===== src/rtl/colgen_pkg.sv =====
package colgen_pkg;

    localparam int COL_W   = 9;
    localparam int MODE_W  = 10;
    localparam int CAS_W   = 3;
    localparam int LEN_W   = 3;
    localparam int CAS_LSB = 4;
    localparam int ORD_BIT = 3;
    localparam int WRS_BIT = 9;
    localparam logic [LEN_W-1:0] LEN_PAGE_CODE = 3'b111;
    localparam int LEN_MAX_POW = 3;

    typedef enum logic {
        ORD_SEQ   = 1'b0,
        ORD_INTLV = 1'b1
    } order_e;

    typedef struct packed {
        logic [COL_W-1:0] mask;
        logic             page;
        order_e           order;
        logic [CAS_W-1:0] cas;
        logic             wr_single;
    } mode_cfg_t;

    typedef struct packed {
        logic [COL_W-1:0] base;
        logic [COL_W-1:0] mask;
        logic             page;
        order_e           order;
    } burst_t;

    function automatic logic [COL_W-1:0] len_mask(input logic [LEN_W-1:0] code);
        logic [COL_W-1:0] m;
        m = '0;
        if (code == LEN_PAGE_CODE) begin
            m = '1;
        end else if (int'(code) <= LEN_MAX_POW) begin
            for (int b = 0; b < LEN_MAX_POW; b++) begin
                if (b < int'(code)) m[b] = 1'b1;
            end
        end
        return m;
    endfunction

    function automatic mode_cfg_t decode_mode(input logic [MODE_W-1:0] w);
        mode_cfg_t c;
        logic [LEN_W-1:0] code;
        code        = w[LEN_W-1:0];
        c.mask      = len_mask(code);
        c.page      = (code == LEN_PAGE_CODE);
        c.order     = (w[ORD_BIT] && !c.page) ? ORD_INTLV : ORD_SEQ;
        c.cas       = w[CAS_LSB +: CAS_W];
        c.wr_single = w[WRS_BIT];
        return c;
    endfunction

    function automatic logic [COL_W-1:0] beat_col(
        input logic [COL_W-1:0] base,
        input logic [COL_W-1:0] idx,
        input logic [COL_W-1:0] mask,
        input order_e           order
    );
        logic [COL_W-1:0] sum;
        sum = base + idx;
        if (order == ORD_INTLV) begin
            return base ^ (idx & mask);
        end
        return (base & ~mask) | (sum & mask);
    endfunction

endpackage


===== src/rtl/colgen_mode_reg.sv =====
module colgen_mode_reg
    import colgen_pkg::*;
(
    input  logic              clk,
    input  logic              rst,
    input  logic              ld,
    input  logic [MODE_W-1:0] word,
    output mode_cfg_t         cfg,
    output logic              loaded
);

    always_ff @(posedge clk) begin
        if (rst) begin
            cfg    <= '0;
            loaded <= 1'b0;
        end else if (ld) begin
            cfg    <= decode_mode(word);
            loaded <= 1'b1;
        end
    end

endmodule


===== src/rtl/colgen_beat_ctrl.sv =====
module colgen_beat_ctrl
    import colgen_pkg::*;
(
    input  logic             clk,
    input  logic             rst,
    input  logic             go,
    input  logic [COL_W-1:0] go_col,
    input  logic             go_wr,
    input  logic             stop,
    input  mode_cfg_t        cfg,
    input  logic             loaded,
    output logic             active,
    output logic             last,
    output logic [COL_W-1:0] idx,
    output burst_t           cur
);

    burst_t nxt;
    logic   one_beat;

    always_comb begin
        one_beat   = go_wr && cfg.wr_single;
        nxt.base   = go_col;
        nxt.mask   = one_beat ? '0 : cfg.mask;
        nxt.page   = one_beat ? 1'b0 : cfg.page;
        nxt.order  = cfg.order;
    end

    assign last = active && !cur.page && (idx == cur.mask);

    always_ff @(posedge clk) begin
        if (rst) begin
            active <= 1'b0;
            idx    <= '0;
            cur    <= '0;
        end else if (go && loaded) begin
            active <= 1'b1;
            idx    <= '0;
            cur    <= nxt;
        end else if (active) begin
            if (stop || last) begin
                active <= 1'b0;
            end else begin
                idx <= idx + 1'b1;
            end
        end
    end

endmodule


===== src/rtl/colgen_addr_map.sv =====
module colgen_addr_map
    import colgen_pkg::*;
(
    input  burst_t           cur,
    input  logic [COL_W-1:0] idx,
    output logic [COL_W-1:0] col
);

    always_comb begin
        col = beat_col(cur.base, idx, cur.mask, cur.order);
    end

endmodule


===== src/rtl/sdram_burst_colgen.sv =====
module sdram_burst_colgen
    import colgen_pkg::*;
(
    input  logic              clk,
    input  logic              rst,
    input  logic              mode_ld,
    input  logic [MODE_W-1:0] mode_val,
    input  logic              burst_go,
    input  logic [COL_W-1:0]  burst_col,
    input  logic              burst_wr,
    input  logic              burst_stop,
    output logic [COL_W-1:0]  col,
    output logic              col_vld,
    output logic              col_last,
    output logic [CAS_W-1:0]  cas_lat,
    output logic              wr_single
);

    mode_cfg_t        cfg;
    logic             mode_ok;
    logic [COL_W-1:0] beat_idx;
    burst_t           cur;

    colgen_mode_reg u_mode (
        .clk    (clk),
        .rst    (rst),
        .ld     (mode_ld),
        .word   (mode_val),
        .cfg    (cfg),
        .loaded (mode_ok)
    );

    colgen_beat_ctrl u_beat (
        .clk    (clk),
        .rst    (rst),
        .go     (burst_go),
        .go_col (burst_col),
        .go_wr  (burst_wr),
        .stop   (burst_stop),
        .cfg    (cfg),
        .loaded (mode_ok),
        .active (col_vld),
        .last   (col_last),
        .idx    (beat_idx),
        .cur    (cur)
    );

    colgen_addr_map u_map (
        .cur (cur),
        .idx (beat_idx),
        .col (col)
    );

    assign cas_lat   = cfg.cas;
    assign wr_single = cfg.wr_single;

endmodule


===== config.mk =====
export PLATFORM = sky130hd
export DESIGN_NAME = sdram_burst_colgen
export DESIGN_NICKNAME = d
export VERILOG_FILES = /design/src/rtl/colgen_pkg.sv /design/src/rtl/colgen_mode_reg.sv /design/src/rtl/colgen_beat_ctrl.sv /design/src/rtl/colgen_addr_map.sv /design/src/rtl/sdram_burst_colgen.sv
export SDC_FILE = /design/constraint.sdc
export NUM_CORES = 1
export LEC_CHECK = 0
export ABC_AREA = 1
export ABC_CLOCK_PERIOD_IN_PS = 2300
export CELL_PAD_IN_SITES_DETAIL_PLACEMENT = 1
export CELL_PAD_IN_SITES_GLOBAL_PLACEMENT = 2
export CORE_UTILIZATION = 29
export DETAILED_ROUTE_END_ITERATION = 6
export GPL_TIMING_DRIVEN = 0
export HOLD_SLACK_MARGIN = 0.1
export PLACE_DENSITY_LB_ADDON = 0.12
export SKIP_LAST_GASP = 1
export SYNTH_ARGS = -nofsm -noshare
export SYNTH_HDL_FRONTEND = slang
export SYNTH_SLANG_ARGS = --single-unit
export TNS_END_PERCENT = 20

===== constraint.sdc =====
create_clock -name clk -period 2.3 [get_ports clk]
set_input_delay 0.575 -clock clk [delete_from_list [all_inputs] [get_ports clk]]
set_output_delay 0.575 -clock clk [all_outputs]
set_load 0.01 [all_outputs]

== After elaboration in Yosys (flattened, before gate mapping) ==
Index checks and enable logic that the tools add are counted.
W data, S select, Z words.
Word-level totals
  flip-flop bits (word level): 46
  input bits: 25
  output and inout bits: 15
  word-level logic and storage cells: 52
Cells by class
  add/subtract/negate cells: 2
  magnitude comparators: 4
  equal/unequal tests: 2
  muxes and demuxes: 15
  bitwise gates (word level): 7
  reduce and logical (&&, ||, !) cells: 10
Operators with widths (count)
  $and A9 B9 Y9: 3
  $mux W9: 3
  $add A9 B1 Y9 const B: 1
  $add A9 B9 Y9: 1
  $eq A9 B9 Y1: 1
  $mux W1: 9
  $not A9 Y9: 1
  $or A9 B9 Y9: 1
  $xor A9 B9 Y9: 1
  $lt A1 B3 Y1 const A: 2
  $mux W3: 2
  $mux W6: 1
  $logic_and A1 B1 Y1: 5
  $eq A3 B3 Y1 const B: 1
  $le A3 B2 Y1 const B: 1
  $lt A2 B3 Y1 const A: 1
  $logic_not A1 Y1: 2
  $reduce_and A2 Y1: 1
  $reduce_or A2 Y1: 1
  $logic_or A1 B1 Y1: 1
  $not A1 Y1: 1

== Depth between registers and ports, before layout ==
Gate-level depths: netlist (run 1).
  depth in word-level cells: 7
  depth in mapped cells: 12
  gate-level depth less buffers: 12

== Modules after synthesis ==
A second synthesis (run 1) with hierarchy kept.
Second synthesis, totals
  cells, all modules: 392
  area, all modules: 2541.2 sq um
By module, submodules not included
  colgen_beat_ctrl: times used 1, cells each 201, area an instance 1397.6 sq um, seq. area each 600.6 sq um
  colgen_addr_map: times used 1, cells each 134, area an instance 708.2 sq um, seq. area each 0.0 sq um
  colgen_mode_reg: times used 1, cells each 57, area an instance 435.4 sq um, seq. area each 200.2 sq um

== Worst setup path after synthesis (run 1) ==
No wires, ideal clock.
  path kind: reg-to-output
  start point: register u_beat.idx[0]
  end point: output port col[4]
  arrival time: 1.629 ns
  data required time: 1.725 ns
  setup slack: 0.096 ns
  cell stages (with the launch flop): 10
  path buffers: 0
  cell sequence: dfxtp_1 ha_1 inv_1 fa_1 inv_1 nand3_1 nand2_1 xor2_1 nand2_1 a21oi_1
On the way
  word-level cells in the longest chain between the ends: 4
RTL lines
  from (decl): line colgen_beat_ctrl.sv:14  | output logic [COL_W-1:0] idx,
  from (signal assigned): line colgen_beat_ctrl.sv:44  | idx <= idx + 1'b1;
  $add A9 B9 Y9: line colgen_pkg.sv:65  | sum = base + idx;
  $and A9 B9 Y9: line colgen_pkg.sv:69  | return (base & ~mask) | (sum & mask);
  $or A9 B9 Y9: line colgen_pkg.sv:69
  $mux W9: line colgen_pkg.sv:69
  to (decl): line sdram_burst_colgen.sv:12  | output logic [COL_W-1:0] col,
No other way between the ends.

== Worst setup path in the final report (run 1) ==
  start point: register u_beat.idx[0]
  end point: output port col_last
On the way
  word-level cells in the longest chain between the ends: 2
RTL lines
  $eq A9 B9 Y1: line colgen_beat_ctrl.sv:29  | assign last = active && !cur.page && (idx == cur.mask);
  $logic_and A1 B1 Y1: line colgen_beat_ctrl.sv:29
  to (decl): line sdram_burst_colgen.sv:14  | output logic col_last,
No other way between the ends.

==> reports/metrics.yaml, run 1 <==
number_of_top_level_design_ports: 40
wire_length_of_the_first_global_routing_pass_um: 11400
timing.critical_path.cells: "buf_4, buf_4, ha_1, nor2_1, nand3_1, nor2_4, clkdlybuf4s15_1"
clock_tree.htree_level_count: 2
violations: "setup timing"
clock_power_share: 0.349
remaining_drc_errors: 0
coreArea_um2: 7330
grt_max_degree: 14
final_layout_size_suffix_gt1_frac: 0.168
critPathMaxStageDelay_ps: 360
timing.setup.tns_ps: -2100
cell_occurring_most_often_along_the_worst_timing_path: "sky130_fd_sc_hd__buf_4"
clkLatencyLatePin_ps: 290
setup.worst_path.class: "reg -> out"
reg2regPathDepth: 9
timing.slew.headroom: 0.604
critical_path_required_ps: 1730
clk_transition_reported_paths_ps: 70
netlist_area_um2: 2230
register_to_register_path_setup_slack_ps: 430
worstPathArrival_ps: 1990
syn_nets: 369
dr.pass1.iters: 4
fmaxAchievable_ghz: 0.389
placed_cells: 459
worst_slack_ps: -268
power.share.switching: 0.280
die_area_um2: 8060
avgViaCountPerCell: 4.78
power_switching_uw: 376
worstPathMaxFanout: 3
cts.path.max_buffers: 2
nets: 419
final.setup_skew_ps: 3.28
grt.total_usage: 0.176
final-hold-violation-count: 0
hold-path-endpoint: "u_mode.cfg[4]"
floorplan.die.height_um: 89.8
detail_route.wirelength_um: 6840
worst_vdd_rail_ir_drop_mv: 0.234
final.fill_count: 908
final_period_minus_worst_setup_slack_ps: 2570
power.static_leakage_uw: 0.00129
fp.dieW_um: 89.8
grt_overflow: 0
post-route-period-util: 1.12
synth_area_leaders: "sky130_fd_sc_hd__dfxtp_1, sky130_fd_sc_hd__nand2_1, sky130_fd_sc_hd__ha_1"
critical_path.reg2reg.startpoint: "u_beat.idx[0]"
hold_path_class: "reg -> reg"
clockRootBuffer: "sky130_fd_sc_hd__clkbuf_8"
cts-buffers-inserted: 5
tritoncts: "yes"
synthDominantAreaCellType: "sky130_fd_sc_hd__dfxtp_1"
layout.cells.non_filler: 475
wl_per_cell_um: 14.4
cpMaxStageDelayCell: "sky130_fd_sc_hd__dfxtp_4"
dr.first_iter.drc_count: 44
pre_cts_ws_ps: -671
antenna-diode-count: 0
pwr-share-seq: 0.470
via_count: 2270
combinational_share_of_power: 0.181
yosys_warnings: 0
netlist.area_leader.share: 0.305
grt_setup_unrepaired: "yes"
final-setup-viol-count: 10
power.density_nw_per_um2: 451
netlist-cell-type-count: 33
grt_antenna_before_repair: 0
slew_worst_pin_ps: 595
hpwlAfterDp_um: 5080
post_cts_hold_buffer_count: 0
crit_path_launch_type: "flop"
maxCapViolCount: 0
post_synth.cell_area_avg_um2: 6.87
route.antenna.remaining_nets: 0
hold-path-cell-count: 2
report.final.slew_viol_count: 0
setup.worst_path.end_class: "primary output"
layout-area-overhead-vs-synth_pct: 33.2
r2r_end: "u_beat.idx[1]"
yosys_register_bits: 34
synthesis.instances: 325
seq_area_frac_synth: 0.305
std_cell_rows: 31
port_buffers: 35
gp_congestion: 0.776
hold_path.startpoint: "u_mode.cfg[4]"
start_util: 0.305
grt_pass1_vias: 2311
internal_power_uw: 967
run_status: "finished, violations left"
clock-sinks: 34
power by group through the flow:
stage / Sequential, µW / Combinational [µW] / Clock [µW]
after CTS: 632 / 246 / 487
after global placement: 646 / 240 / 0
after global routing: 634 / 269 / 513
after floorplan: 642 / 131 / 0
final: 631 / 243 / 468
after detailed placement: 647 / 244 / 0
critical path, delay by kind of cell, from the launching register on:
family,cells,cell delay [ps]
buffers and inverters,3,530
AND/OR/NAND/NOR,3,500
flip-flops,1,360
adder cells (fa/ha/maj),1,310
Yosys cell counts (all sizes together):
master / number
clkbuf: 3
o21bai: 1
a21oi: 34
a31oi: 1
nand3: 19
nand3b: 1
o2bb2ai: 1
nor3: 4
dfxtp: 34
o22ai: 4
fa: 1
nand2: 85
or2: 2
nand4: 3
ha: 18
xnor2: 5
inv: 45
a211oi: 8
o21ai: 12
buf: 7
xor2: 6
o211ai: 1
nor2: 30
cell type report:
type,count,area [µm²],area share
sequential,34,704,0.237
clock buffer,7,86.3,0.0290
clock inverter,1,5.00,0.00168
inverter,45,171,0.0576
multi-input combinational,236,1430,0.481
tap,99,124,0.0416
buffer,10,57.6,0.0193
timing repair buffer,43,394,0.132
state kept, by name, indices dropped and copies added (netlist names):
| name | cells |
|---|---|
| u_beat.cur | 14 |
| u_beat.idx | 9 |
| u_mode.cfg | 9 |
| u_mode.loaded | 1 |
| u_beat.active | 1 |
kinds of logic after synthesis:
kind of cell | Yosys count | share of synthesized area
AND/OR/NAND/NOR | 144 | 0.286
XOR/XNOR | 11 | 0.0431
buffers and inverters | 55 | 0.101
adder cells (fa/ha/maj) | 19 | 0.110
AO/OA/AOI/OAI | 62 | 0.155
flip-flops | 34 | 0.305
stage by stage:
stage                     power, µW  area, µm²  hold WS [ps]   util
after floorplan                 773       2230           441      -
after global placement          886       2710           451  0.369
after CTS                      1370       2950           473  0.402
after global routing           1420       2980           494  0.406
final                          1340       2980           470  0.406
after detailed placement        891       2710           460  0.369
per-layer routing:
layer,global-route usage,routed length (µm),vias up
met2,0.313,3400,26
met1,0.218,3170,1082
met4,0.0492,80,0
li1,-,-,1156
met5,0,0,-
met3,0.0296,186,6
worst max path at each step:
stage / start / to / slack (ps)
after floorplan: u_beat.idx[0] / col[4] / 100
after global placement: u_beat.idx[0] / col[4] / -680
after detailed placement: u_beat.idx[0] / col[8] / -670
after CTS: u_beat.cur[11] / col[4] / -300
after global routing: u_beat.idx[0] / col[4] / -360
final: u_beat.idx[0] / col_last / -270
layout by cell type, fill, tap and decap left out, types with 2 or more instances in the layout:
master                            netlist  routed
sky130_fd_sc_hd__nand2_1               82      79
sky130_fd_sc_hd__inv_1                 42      40
sky130_fd_sc_hd__a21oi_1               34      33
sky130_fd_sc_hd__nor2_1                27      27
sky130_fd_sc_hd__clkdlybuf4s50_1        0      26
sky130_fd_sc_hd__dfxtp_1               34      23
sky130_fd_sc_hd__nand3_1               19      18
sky130_fd_sc_hd__ha_1                  18      12
sky130_fd_sc_hd__buf_4                  3      11
sky130_fd_sc_hd__o21ai_0               12      11
sky130_fd_sc_hd__a211oi_1               8       8
sky130_fd_sc_hd__dfxtp_2                0       7
sky130_fd_sc_hd__xor2_1                 6       6
sky130_fd_sc_hd__buf_2                  4       6
sky130_fd_sc_hd__ha_4                   0       6
sky130_fd_sc_hd__clkbuf_8               0       6
sky130_fd_sc_hd__xnor2_1                5       5
sky130_fd_sc_hd__inv_2                  2       4
sky130_fd_sc_hd__nand2_2                2       4
sky130_fd_sc_hd__o22ai_1                4       4
sky130_fd_sc_hd__nor3_1                 4       4
sky130_fd_sc_hd__dlygate4sd2_1          0       4
sky130_fd_sc_hd__dfxtp_4                0       4
sky130_fd_sc_hd__clkbuf_1               2       3
sky130_fd_sc_hd__or2_2                  2       2
sky130_fd_sc_hd__nand2_4                1       2
sky130_fd_sc_hd__nand4_1                2       2
sky130_fd_sc_hd__clkdlybuf4s15_1        0       2
timing repair:
item / CTS / global route
pin swaps: 4 / 4
resized for setup: 45 / 10
setup endpoints to repair: 10 / 10
buffers inserted: 7 / 1
Power figures use the tool's default switching activity.
==> run 2, diff against run 1 <==
CELL_PAD_IN_SITES_DETAIL_PLACEMENT = not set   (was 1)
CELL_PAD_IN_SITES_GLOBAL_PLACEMENT = not set   (was 2)
CORE_UTILIZATION = 30   (was 29)
PLACE_DENSITY_LB_ADDON = 0.08   (was 0.12)
==> reports/metrics.yaml, run 2 (same netlist as run 1, synthesis figures left out) <==
clock_tree.htree_level_count: 2  # unchanged
fp.dieW_um: 88.3  # -1.6%
p_total_uw: 1340  # -0.17%
grt_overflow: 0  # unchanged
setup.worst_path.class: "reg -> out"
cpMaxStageDelayCell: "sky130_fd_sc_hd__dfxtp_4"
power_switching_uw: 376  # about the same
violations: "setup timing"
critical_path.reg2reg.startpoint: "u_beat.idx[0]"
largest-register: "u_beat.cur"
worst_vdd_rail_ir_drop_mv: 0.281  # +20%
critical_path_required_ps: 1730  # about the same
tritoncts: "yes"
die_area_um2: 7790  # -3.3%
final_util: 0.415  # +0.00932
hpwlAfterDp_um: 4440  # -13%
max_ffs_per_register: 14  # unchanged
dr.pass1.iters: 4  # unchanged
layout.cells.most_common: "sky130_fd_sc_hd__nand2_1"
clockRootBuffer: "sky130_fd_sc_hd__clkbuf_8"
pwr-share-seq: 0.471  # about the same
hold_path.startpoint: "u_mode.cfg[3]"
wl_per_cell_um: 12.4  # -14%
final_layout_size_suffix_gt1_frac: 0.206  # +0.0383
r2r_end: "u_beat.idx[1]"
fin_hold_ws_ps: 467  # -3.15 ps
layout.cells.most_common_list: "sky130_fd_sc_hd__nand2_1, sky130_fd_sc_hd__inv_1, sky130_fd_sc_hd__a21oi_1"
final-hold-violation-count: 0  # unchanged
grt_pass1_vias: 1969  # -15%
wire_length_of_the_first_global_routing_pass_um: 9630  # -16%
grt.total_usage: 0.164  # -0.0125
clock-sinks: 34  # unchanged
crit_path_launch_type: "flop"
start_util: 0.310  # +0.00491
hold_path_class: "reg -> reg"
internal_power_uw: 965  # -0.24%
via_count: 2134  # -6.0%
cell_occurring_most_often_along_the_worst_timing_path: "sky130_fd_sc_hd__inv_2"
cts-buffers-inserted: 5  # unchanged
final-setup-viol-count: 7  # -3
worst_slack_ps: -139  # +129 ps
coreArea_um2: 7210  # -1.6%
grt_max_degree: 12  # -2
final.fill_count: 798  # -12%
report.final.slew_viol_count: 0  # unchanged
hold-path-cell-count: 2  # unchanged
setup.worst_path.end_class: "primary output"
maxCapViolCount: 0  # unchanged
worstPathMaxFanout: 3  # unchanged
reg2regPathDepth: 9  # unchanged
final.setup_skew_ps: 8.86  # +5.58 ps
avgViaCountPerCell: 4.46  # -6.6%
layout-area-overhead-vs-synth_pct: 34.1
run_status: "finished, violations left"
power.density_nw_per_um2: 448  # -0.84%
slew_worst_pin_ps: 489  # -105 ps
clkLatencyLatePin_ps: 290  # about the same
timing.critical_path.cells: "ha_4, inv_2, fa_2, inv_2, nand3_2, nand2_4, xor2_1, nand2_1, a21oi_2, buf_2"
clk_transition_reported_paths_ps: 70  # about the same
combinational_share_of_power: 0.177  # -0.004
remaining_drc_errors: 0  # unchanged
power.static_leakage_uw: 0.00131  # +1.6%
register_to_register_path_setup_slack_ps: 650  # +220 ps
antenna-diode-count: 0  # unchanged
hold-path-endpoint: "u_mode.cfg[3]"
worstPathArrival_ps: 1860  # -130 ps
number_of_top_level_design_ports: 40  # unchanged
post-route-period-util: 1.06  # -0.0560
floorplan.die.height_um: 88.3  # -1.6%
power.share.switching: 0.280  # +0.000503
timing.slew.headroom: 0.674  # +0.0703
port_buffers: 35  # unchanged
std_cell_rows: 31  # unchanged
route.antenna.remaining_nets: 0  # unchanged
detail_route.wirelength_um: 5910  # -14%
gp_congestion: 0.800  # +3.1%
nets: 422  # +0.72%
critPathMaxStageDelay_ps: 360  # about the same
grt_antenna_before_repair: 0  # unchanged
largestRegisters: "u_beat.cur: 14 flops, u_beat.idx: 9 flops, u_mode.cfg: 9 flops"
critPathLaunch: "u_beat.idx[0]"
final_period_minus_worst_setup_slack_ps: 2440  # -129 ps
clock_power_share: 0.352  # +0.003
cts.path.max_buffers: 2  # unchanged
fmaxAchievable_ghz: 0.410  # +5.3%
grt_setup_unrepaired: "yes"
dr.first_iter.drc_count: 43  # -2.3%
run 2: cell types whose count changed in the layout (fill, tap and decap cells not counted), sizes merged:
cell,previous run,this run
clkbuf,10,12
clkdlybuf4s50,26,25
dlygate4sd1,0,1
dlygate4sd2,4,3
clkdlybuf4s15,2,0
clkinvlp,0,1
buf,18,21
run 2: cell type report:
type | count | area, µm² | share of cell area
multi-input combinational | 236 | 1440 | 0.480
sequential | 34 | 713 | 0.238
timing repair buffer | 46 | 398 | 0.133
inverter | 45 | 171 | 0.0572
tap | 99 | 124 | 0.0414
clock buffer | 6 | 82.6 | 0.0276
buffer | 10 | 57.6 | 0.0192
clock inverter | 2 | 12.5 | 0.00418
run 2: worst max path at each step:
stage / end / cells past startpoint
finish: col[4] / 10
global route: col[4] / 10
CTS: col[5] / 9
detailed placement: col[8] / 13
global placement: col[4] / 10
floorplan: col[4] / 9
run 2: per-layer routing:
metal | up-vias | wire, µm | global-route usage
met5 | - | 0 | 0
met1 | 940 | 2950 | 0.218
met2 | 31 | 2770 | 0.271
met4 | 0 | 60 | 0.0528
li1 | 1157 | - | -
met3 | 6 | 136 | 0.0261
run 2: critical path: cells and delay by family (launching register included):
kind	cells	cell delay, ps
xor gates and xnor gates	1	150
and+or+nand+nor	3	250
AOI/OAI and AO/OA	1	110
adders and majority gates	2	480
DFF	1	360
buffers and inverters	3	220
run 2: repair_timing:
action | 4_1_cts | 5_1_grt
gates resized for setup | 45 | 24
setup endpoints to repair | 10 | 10
pin swaps | 7 | 7
hold buffers | 0 | 0
setup buffers | 8 | 3
run 2: metrics by stage:
stage	setup slack (ps)	instances	setup TNS, ps	area [µm²]
after global placement	-609	459	-3620	2710
final	-139	478	-655	3000
after detailed placement	-602	459	-3600	2710
after global routing	-247	478	-1680	3000
after floorplan	95.8	325	0	2230
after CTS	-233	475	-1610	2920
run 2: power groups by stage:
stage	combinational (µW)	clock [µW]	sequential (µW)
3_3_place_gp	236	0	647
5_1_grt	265	521	634
6_report	237	473	631
4_1_cts	237	494	632
3_5_place_dp	236	0	647
2_1_floorplan	131	0	642
==> run 3, diff against run 2 <==
CORE_UTILIZATION = 53   (was 30)
==> reports/metrics.yaml, run 3 (same netlist as run 1, synthesis figures left out) <==
floorplan.die.height_um: 66.9  # -24%
internal_power_uw: 1190  # +23%
grt_setup_unrepaired: "yes"
dr.first_iter.drc_count: 88  # +100%
largestRegisters: "u_beat.cur: 14 flops, u_beat.idx: 9 flops, u_mode.cfg: 9 flops"
die_area_um2: 4480  # -43%
register_to_register_path_setup_slack_ps: 460  # -190 ps
final-hold-violation-count: 0  # unchanged
power.density_nw_per_um2: 527  # +18%
reg2regPathDepth: 10  # +1
grt.total_usage: 0.278  # +0.114
r2r_end: "u_beat.idx[1]"
final_period_minus_worst_setup_slack_ps: 2530  # +88.5 ps
violations: "setup timing"
nets: 419  # -0.71%
worst_vdd_rail_ir_drop_mv: 0.466  # +66%
clkLatencyLatePin_ps: 290  # about the same
fp.dieW_um: 66.9  # -24%
via_count: 2237  # +4.8%
final-setup-viol-count: 10  # +3
hpwlAfterDp_um: 3890  # -12%
multi_input_area_um2: 1440  # +0.26%
fin_hold_ws_ps: 469  # +2.76 ps
wl_per_cell_um: 13.2  # +6.7%
clockRootBuffer: "sky130_fd_sc_hd__clkbuf_8"
combinational_share_of_power: 0.152  # -0.025
fmaxAchievable_ghz: 0.396  # -3.5%
clock-sinks: 34  # unchanged
port_buffers: 35  # unchanged
gp_congestion: 0.903  # +13%
power_switching_uw: 373  # -0.74%
dr.pass1.iters: 4  # unchanged
hold-path-endpoint: "u_mode.cfg[1]"
critical_path_required_ps: 1730  # about the same
cts-buffers-inserted: 5  # unchanged
detail_route.wirelength_um: 5620  # -4.9%
route.antenna.remaining_nets: 0  # unchanged
timing.slew.headroom: 0.674  # about the same
avgViaCountPerCell: 5.25  # +18%
p_total_uw: 1560  # +16%
layout.cells.non_filler: 426  # -11%
post-route-period-util: 1.10  # +0.0385
coreArea_um2: 4030  # -44%
layout.cells.most_common_list: "sky130_fd_sc_hd__nand2_1, sky130_fd_sc_hd__inv_1, sky130_fd_sc_hd__a21oi_1"
timing.setup.tns_ps: -1620  # -968 ps
grt_overflow: 0  # unchanged
power.share.switching: 0.239  # -0.0414
hold-path-cell-count: 2  # unchanged
tritoncts: "yes"
pre_cts_ws_ps: -573  # +29.3 ps
maxCapViolCount: 0  # unchanged
critical_path.reg2reg.startpoint: "u_beat.idx[0]"
setup.worst_path.end_class: "primary output"
layout.cells.most_common: "sky130_fd_sc_hd__nand2_1"
placed_cells: 410  # -11%
worstPathMaxFanout: 3  # unchanged
clock_tree.htree_level_count: 2  # unchanged
wire_length_of_the_first_global_routing_pass_um: 9200  # -4.4%
grt_pass1_vias: 2030  # +3.1%
hold_path_class: "reg -> reg"
number_of_top_level_design_ports: 40  # unchanged
std_cell_rows: 23  # -26%
post_cts_hold_buffer_count: 0  # unchanged
sequential_cell_area_um2: 706  # -1.1%
grt_max_degree: 12  # unchanged
worstPathArrival_ps: 1950  # +90 ps
cts.path.max_buffers: 2  # unchanged
final_layout_size_suffix_gt1_frac: 0.186  # -0.0196
antenna-diode-count: 0  # unchanged
grt_antenna_before_repair: 0  # unchanged
slew_worst_pin_ps: 489  # -0.440 ps
final.fill_count: 339  # -58%
clk_transition_reported_paths_ps: 70  # about the same
start_util: 0.554  # +0.245
report.final.slew_viol_count: 0  # unchanged
pwr-share-seq: 0.404  # -0.067
crit_path_launch_type: "flop"
max_ffs_per_register: 14  # unchanged
worst_slack_ps: -228  # -88.5 ps
final.setup_skew_ps: 4.68  # -4.18 ps
largest-register: "u_beat.cur"
run_status: "finished, violations left"
power.static_leakage_uw: 0.00132  # +0.66%
hold_path.startpoint: "u_mode.cfg[1]"
remaining_drc_errors: 0  # unchanged
layout-area-overhead-vs-synth_pct: 32.7
setup.worst_path.class: "reg -> out"
clock_power_share: 0.444  # +0.092
-- run 3: final cells by class --
| class | instances | share of cell area |
|---|---|---|
| multi-input cells | 236 | 0.486 |
| flip-flops and latches | 34 | 0.238 |
| repair buffers | 43 | 0.130 |
| inverters | 45 | 0.0578 |
| clock buffers | 6 | 0.0279 |
| well taps | 50 | 0.0211 |
| clock inverters | 2 | 0.0203 |
| plain buffers | 10 | 0.0194 |
-- run 3: worst max-delay path: stages, from the launching register on --
cell	delay (ps)
sky130_fd_sc_hd__dfxtp_2	360
sky130_fd_sc_hd__ha_4	150
sky130_fd_sc_hd__inv_2	40
sky130_fd_sc_hd__fa_2	360
sky130_fd_sc_hd__inv_2	60
sky130_fd_sc_hd__nand3_2	70
sky130_fd_sc_hd__nand2_4	100
sky130_fd_sc_hd__xor2_1	160
sky130_fd_sc_hd__nand2_1	90
sky130_fd_sc_hd__a21oi_2	130
sky130_fd_sc_hd__buf_2	140
-- run 3: power by group through the flow --
| stage | clock network, µW | logic, µW | registers, µW |
|---|---|---|---|
| finish | 693 | 238 | 631 |
| detailed placement | 0 | 232 | 646 |
| global placement | 0 | 229 | 645 |
| CTS | 698 | 234 | 630 |
| floorplan | 0 | 131 | 642 |
| global route | 717 | 264 | 633 |
-- run 3: worst max path at each step --
| stage | startpoint | end |
|---|---|---|
| floorplan | u_beat.idx[0] | col[4] |
| global placement | u_beat.idx[0] | col[4] |
| detailed placement | u_beat.idx[0] | col[4] |
| finish | u_beat.cur[11] | col[4] |
| CTS | u_beat.cur[0] | col[0] |
| global route | u_beat.cur[11] | col[4] |
-- run 3: metal layers --
metal,track usage,up-vias,routed length [µm],part of all wire
met1,0.323,1026,2550,0.45
met3,0.0565,14,214,0.038
met2,0.489,44,2730,0.49
met5,0,-,0,0
met4,0.114,0,126,0.022
li1,-,1153,-,-
-- run 3: what timing repair did --
| item | in CTS | in global routing |
|---|---|---|
| resized for setup | 45 | 12 |
| pin swaps | 5 | 7 |
| setup buffers | 6 | 2 |
| setup endpoints to repair | 10 | 10 |
-- run 3: metrics by stage --
stage,utilization,instance area [µm²]
finish,0.736,2960
global placement,0.657,2650
detailed placement,0.657,2650
floorplan,-,2230
CTS,0.723,2910
global route,0.736,2960
